--- src/rtl/ftc_pkg.sv ---
package ftc_pkg;
  // number of comparator taps for an N-bit code
  function automatic int unsigned tap_count(input int unsigned n);
    return (1 << n) - 1;
  endfunction

  // index of the comparator sitting nearest full scale
  function automatic int unsigned top_tap(input int unsigned n);
    return (1 << n) - 2;
  endfunction
endpackage

--- src/rtl/therm_count.sv ---
module therm_count #(
  parameter int unsigned N = 3,
  localparam int unsigned L = ftc_pkg::tap_count(N)
) (
  input  logic [L-1:0] taps,
  output logic [N-1:0] level,
  output logic         top_hit
);
  logic [N-1:0] part [L];

  assign part[0] = N'(taps[0]);

  generate
    for (genvar i = 1; i < L; i++) begin : g_acc
      assign part[i] = part[i-1] + N'(taps[i]);
    end
  endgenerate

  assign level   = part[L-1];
  assign top_hit = taps[ftc_pkg::top_tap(N)];

  always_comb begin
    if (taps == '0) a_zero_r3: assert (level == '0);
    if (&taps)      a_full_r4: assert (&level);
  end
endmodule

--- src/rtl/therm_capture.sv ---
module therm_capture #(
  parameter int unsigned N = 3
) (
  input  logic         clk,
  input  logic         rst,
  input  logic         take,
  input  logic [N-1:0] level_in,
  input  logic         top_in,
  output logic [N-1:0] code_q,
  output logic         over_q,
  output logic         valid_q
);
  always_ff @(posedge clk) begin
    if (rst) begin
      code_q  <= '0;
      over_q  <= 1'b0;
      valid_q <= 1'b0;
    end else begin
      valid_q <= take;
      if (take) begin
        code_q <= level_in;
        over_q <= top_in;
      end
    end
  end

  p_reset_clears_r1: assert property (@(posedge clk)
    rst |=> (code_q == '0 && !over_q && !valid_q));

  p_capture_level_r2: assert property (@(posedge clk) disable iff (rst)
    take |=> code_q == $past(level_in));

  p_hold_idle_r6: assert property (@(posedge clk) disable iff (rst)
    !take |=> ($stable(code_q) && $stable(over_q)));

  p_valid_after_strobe_r7: assert property (@(posedge clk) disable iff (rst)
    take |=> valid_q);

  p_valid_idle_r7: assert property (@(posedge clk) disable iff (rst)
    !take |=> !valid_q);

  p_over_top_r8: assert property (@(posedge clk) disable iff (rst)
    take |=> over_q == $past(top_in));
endmodule

--- src/rtl/flash_therm_enc.sv ---
module flash_therm_enc #(
  parameter int unsigned N = 3,
  localparam int unsigned L = ftc_pkg::tap_count(N)
) (
  input  logic         clk,
  input  logic         rst,
  input  logic         sample,
  input  logic [L-1:0] comp,
  output logic [N-1:0] code_q,
  output logic         over_q,
  output logic         valid_q
);
  logic [N-1:0] ev_level;
  logic         ev_top;
  logic         ev_take;

  assign ev_take = sample;

  therm_count #(.N(N)) count_i (
    .taps    (comp),
    .level   (ev_level),
    .top_hit (ev_top)
  );

  therm_capture #(.N(N)) cap_i (
    .clk      (clk),
    .rst      (rst),
    .take     (ev_take),
    .level_in (ev_level),
    .top_in   (ev_top),
    .code_q   (code_q),
    .over_q   (over_q),
    .valid_q  (valid_q)
  );

  p_full_code_r4: assert property (@(posedge clk) disable iff (rst)
    (ev_take && (&comp)) |=> (&code_q && over_q));
endmodule

--- config.mk ---
export PLATFORM = sky130hd
export DESIGN_NAME = flash_therm_enc
export DESIGN_NICKNAME = d
export VERILOG_FILES = /design/src/rtl/ftc_pkg.sv /design/src/rtl/therm_count.sv /design/src/rtl/therm_capture.sv /design/src/rtl/flash_therm_enc.sv
export SDC_FILE = /design/constraint.sdc
export NUM_CORES = 1
export LEC_CHECK = 0
export ABC_CLOCK_PERIOD_IN_PS = 4300
export BUFFER_PORTS_ARGS = -buffer_cell sky130_fd_sc_hd__clkbuf_2
export CAP_MARGIN = 10
export CORE_AREA = 5 5 42 44
export DETAILED_ROUTE_END_ITERATION = 8
export DIE_AREA = 0 0 47 49
export PLACE_DENSITY = 0.41
export SETUP_SLACK_MARGIN = 0.15
export SLEW_MARGIN = 25
export SYNTH_ARGS = -nofsm -noshare
export SYNTH_HDL_FRONTEND = slang
export SYNTH_HIERARCHICAL = 1
export SYNTH_SLANG_ARGS = --single-unit
--- constraint.sdc ---
create_clock -name clk -period 4.3 [get_ports clk]
set_clock_uncertainty 0.2 [all_clocks]
set_input_delay 0.86 -clock clk [delete_from_list [all_inputs] [get_ports clk]]
set_output_delay 0.86 -clock clk [all_outputs]
set_load 0.02 [all_outputs]
### Yosys cells after proc, flatten, opt, wreduce, memory -nomap -nowiden

Cells that the tools add are included.

* RAM bits: 0
* input port bits: 10
* logic and storage cells: 9
* output and inout port bits: 5
* memories: 0
* bits in registers: 5
* bits in latches: 0
* ROM bits: 0

* add/sub/neg operators: 6
* $mul: 0
* divide/modulo/power cells: 0
* reduce and logical (&&, ||, !) cells: 0
* bitwise gates (word level): 0
* shift operators: 0
* $lt $le $gt $ge: 0
* mux-type cells: 0
* equal/unequal tests: 0

Operators with widths (number)
* $add A3 B1 Y3: 5
* $add A1 B1 Y2: 1

### Longest topological paths before layout

* word-level depth: 6
* gate-level depth with buffers: 8
* depth with buffers taken out: 8

### Modules after synthesis

Netlist, hierarchy kept.

Modules (own cells, without submodules)
* therm_capture: times used 1, seq. area each 100.1 µm², cells an instance 15, area each 172.7 µm²
* therm_count: times used 1, seq. area each 0.0 µm², cells an instance 13, area each 117.6 µm²

### Least setup slack after synthesis

No wires, ideal clock.

* path type: input-to-reg
* from: input comp[0]
* to: register cap_i.code_q[1]
* library setup time: 0.114 ns
* path buffers: 0
* setup slack: 1.129 ns
* stages on the path: 8
* arrival time: 2.857 ns
* required time: 3.986 ns
* cell sequence: inv_1 -> fa_1 -> fa_1 -> inv_1 -> fa_1 -> fa_1 -> mux2i_1 -> nor2_1

* longest elaborated chain between the ends: 6

RTL lines
* start: declaration: RTL line flash_therm_enc.sv:8 `input logic [L-1:0] comp,`
* $add A1 B1 Y2: RTL line therm_count.sv:15 `assign part[i] = part[i-1] + N'(taps[i]);`
* $add A3 B1 Y3 (5 in series): RTL line therm_count.sv:15
* net ev_level[1]: RTL line flash_therm_enc.sv:13 `logic [N-1:0] ev_level;`
* end signal: assignment: RTL line therm_capture.sv:21 `code_q <= level_in;`
* end: declaration: RTL line therm_capture.sv:9 `output logic [N-1:0] code_q,`

The timed path passes the listed nets, and every way through them passes these cells.
A chain may end at the register's enable or synchronous reset.

### Worst setup path after layout

Ends and elaborated chain as after synthesis.

==> impl_metrics.yaml <==
cts:
  clock_path_buffers: 2
  post_cts.resized_instances: 0
  numClockSinks: 5
  root_buffer: "clkbuf_4"
  clock_insertion_delay_worst_skew_ps: 240
  cts_inserted_buffers: 3
  clkSlewWorstSetupHoldPaths_ps: 40
  cts_hold_buffers: 0
  post_cts_buffers: 0
  cts_tree: "built"
  clock_tree.htree_level_count: 1
timing:
  final_min_period_over_clock_period_pct: 72.0
  final-max-slew-violation-count: 0
  timing.slew.headroom_pct: 91.2
  fmax_mhz: 323
  max_slew.worst_pin.slew_ps: 129
  final_critical_path_setup_slack_ps: 1200
  final_hold_vios: 0
  setup_repair_after_global_routing_missed_its_margin: "false"
  post-route-min-period_ps: 3100
  finalSetupViolCount: 0
  totalNegativeSetupSlack_ps: 0
pwr:
  leakagePower_nw: 0.221
  power_density_nw_per_um2: 380
  worst_ir_drop_vdd_uv: 206
  power_uw: 147
routing:
  vias_per_cell: 3.73
  detail_route.iter0.violations: 4
  routedWlPerCell_um: 8.30
  total_number_of_vias: 224
  remaining_drc_errors: 0
  drt_first_pass_iters: 3
  ant_nets: 0
  wirelength_um: 498
yosys:
  synth-async-reset-ratio_pct: 0
  synth_edf_count: 0
  seq_area_frac_synth_pct: 34.5
  syn-num-nets: 42
  synth.distinct_cells: 8
  ys_warns: 6
  synthesis.area_um2: 290
  synth_cells: 28
  synth_area_leaders: "dfxtp_1, fa_1, mux2i_1"
  ys.flop_type: "dfxtp_1"
  yosysMostFrequentCell: "inv_1"
  post_synthesis_area_per_instance_um2: 10.4
  netlist.top_cell.by_area: "dfxtp_1"
  yosys.area.top_type_share_pct: 34.5
  synth.cells.most_frequent: "inv_1, dfxtp_1, fa_1, mux2i_1, nor2_1"
  ys_seq_elements: 5
run:
  maximum_capacitance_violations: 0
critical_path:
  cp_top_family: "adder cells"
  critical_path.endpoint_type: "register"
  reg2reg_slack_ps: 3510
  cp_common_cell: "fa_1"
  critical_path_class: "input pin to register"
  crit_path_start_kind: "input pin"
  crit_required_ps: 4230
  critPathMaxFanout: 1
  critPathBufInv: 3
  cp_cell_sequence: "clkbuf_2 > inv_1 > fa_1 > fa_1 > inv_1 > fa_1 > fa_1 > mux2i_1 > nor2_1"
  critPathArrivalTime_ps: 3020
  timing.critical_path.slowest_cell_delay_ps: 490
  slowest_stage_cell_cp: "fa_1"
floorplan:
  starting_density_pct: 20.7
  core_area_um2: 1400
  rows: 14
  floorplan.io_pins: 15
  fp.dieW_um: 47
  design.die.area_um2: 2300
  dieHeight_um: 49
finish:
  layout-area-overhead-vs-synth_pct: 33.6
  insertedDiodeCount: 0
  final_nets: 59
  filler_cell_count: 166
  finish.instance_area_um2: 388
  layout-drive-gt1-share_pct: 38.6
grt:
  first_global_vias: 234
  grt_overflow_total: 0
  grt_antenna_before_repair: 0
  grt_pass1_wl_um: 828
  grt_max_degree: 6
  grt_util_all_layers_pct: 5.23
outcome:
  outcome: "completed"
placed_design:
  place.gp.congestion: 0.609
  place.detailed.hpwl_um: 457
  placedInstanceArea_um2: 362
  post-place-ws_ps: 937
  buffer_ports.inserted: 14
worst_hold_path:
  hold_class: "register to register"
## layer usage
metal / track usage [%] / wire (um)
met1: 5.32 / 188
met2: 7.24 / 266
met3: 4.43 / 30
met4: 2.76 / 12
met5: 0 / 0
## report_power, final
part / switching (mW) / leakage (nW) / internal (mW)
Sequential: 0.00223 / 0.0414 / 0.0519
Combinational: 0.0226 / 0.165 / 0.0176
Clock: 0.0180 / 0.0150 / 0.0350
## worst min-delay path, cell delays in order (launching register included)
cell and delay, ps:
dfxtp_1 320, mux2i_1 60, nor2_1 80
## flip-flops by register name (all words and copies together), names as in the netlist
name / count
cap_i/code_q: 3
cap_i/valid_q: 1
cap_i/over_q: 1
## logic make-up after synthesis
logic type                 synth area share, %
muxes                                     13.8
DFF                                       34.5
buffers and inverters                     16.8
adders and majority gates                 27.6
and+or+nand+nor                           7.33
## metrics by stage
step / hold slack (ps) / cells / utilization (%)
after global routing: 339 / 60 / 27.7
final: 292 / 60 / 27.7
after floorplan: 379 / 28 / -
after global placement: 286 / 56 / 25.8
after detailed placement: 286 / 56 / 25.8
after CTS: 304 / 60 / 27.7
## worst paths after layout
| path | startpoint | to | cells past startpoint |
|---|---|---|---|
| max | comp[0] | cap_i/code_q[1]$_SDFFE_PP0P_ | 9 |
| min | cap_i/code_q[2]$_SDFFE_PP0P_ | cap_i/code_q[2]$_SDFFE_PP0P_ | 2 |
| max reg2reg | cap_i/code_q[0]$_SDFFE_PP0P_ | cap_i/code_q[0]$_SDFFE_PP0P_ | 2 |
| min reg2reg | cap_i/code_q[2]$_SDFFE_PP0P_ | cap_i/code_q[2]$_SDFFE_PP0P_ | 2 |
## layout make-up
type,count,area [um2],area share (%)
multi-input combinational,13,141,36.5
sequential,5,100,25.8
timing repair buffer,14,70.1,18.1
inverter,8,30.0,7.74
clock buffer,4,26.3,6.77
tap,16,20.0,5.16
## cell usage in the layout (no fill, tap or decap), drive strengths merged
cell type,count
dfxtp,5
nor2,4
fa,4
inv,8
nor2b,1
clkbuf,18
mux2i,4
Note: power is estimated with default switching activity, not from simulation.
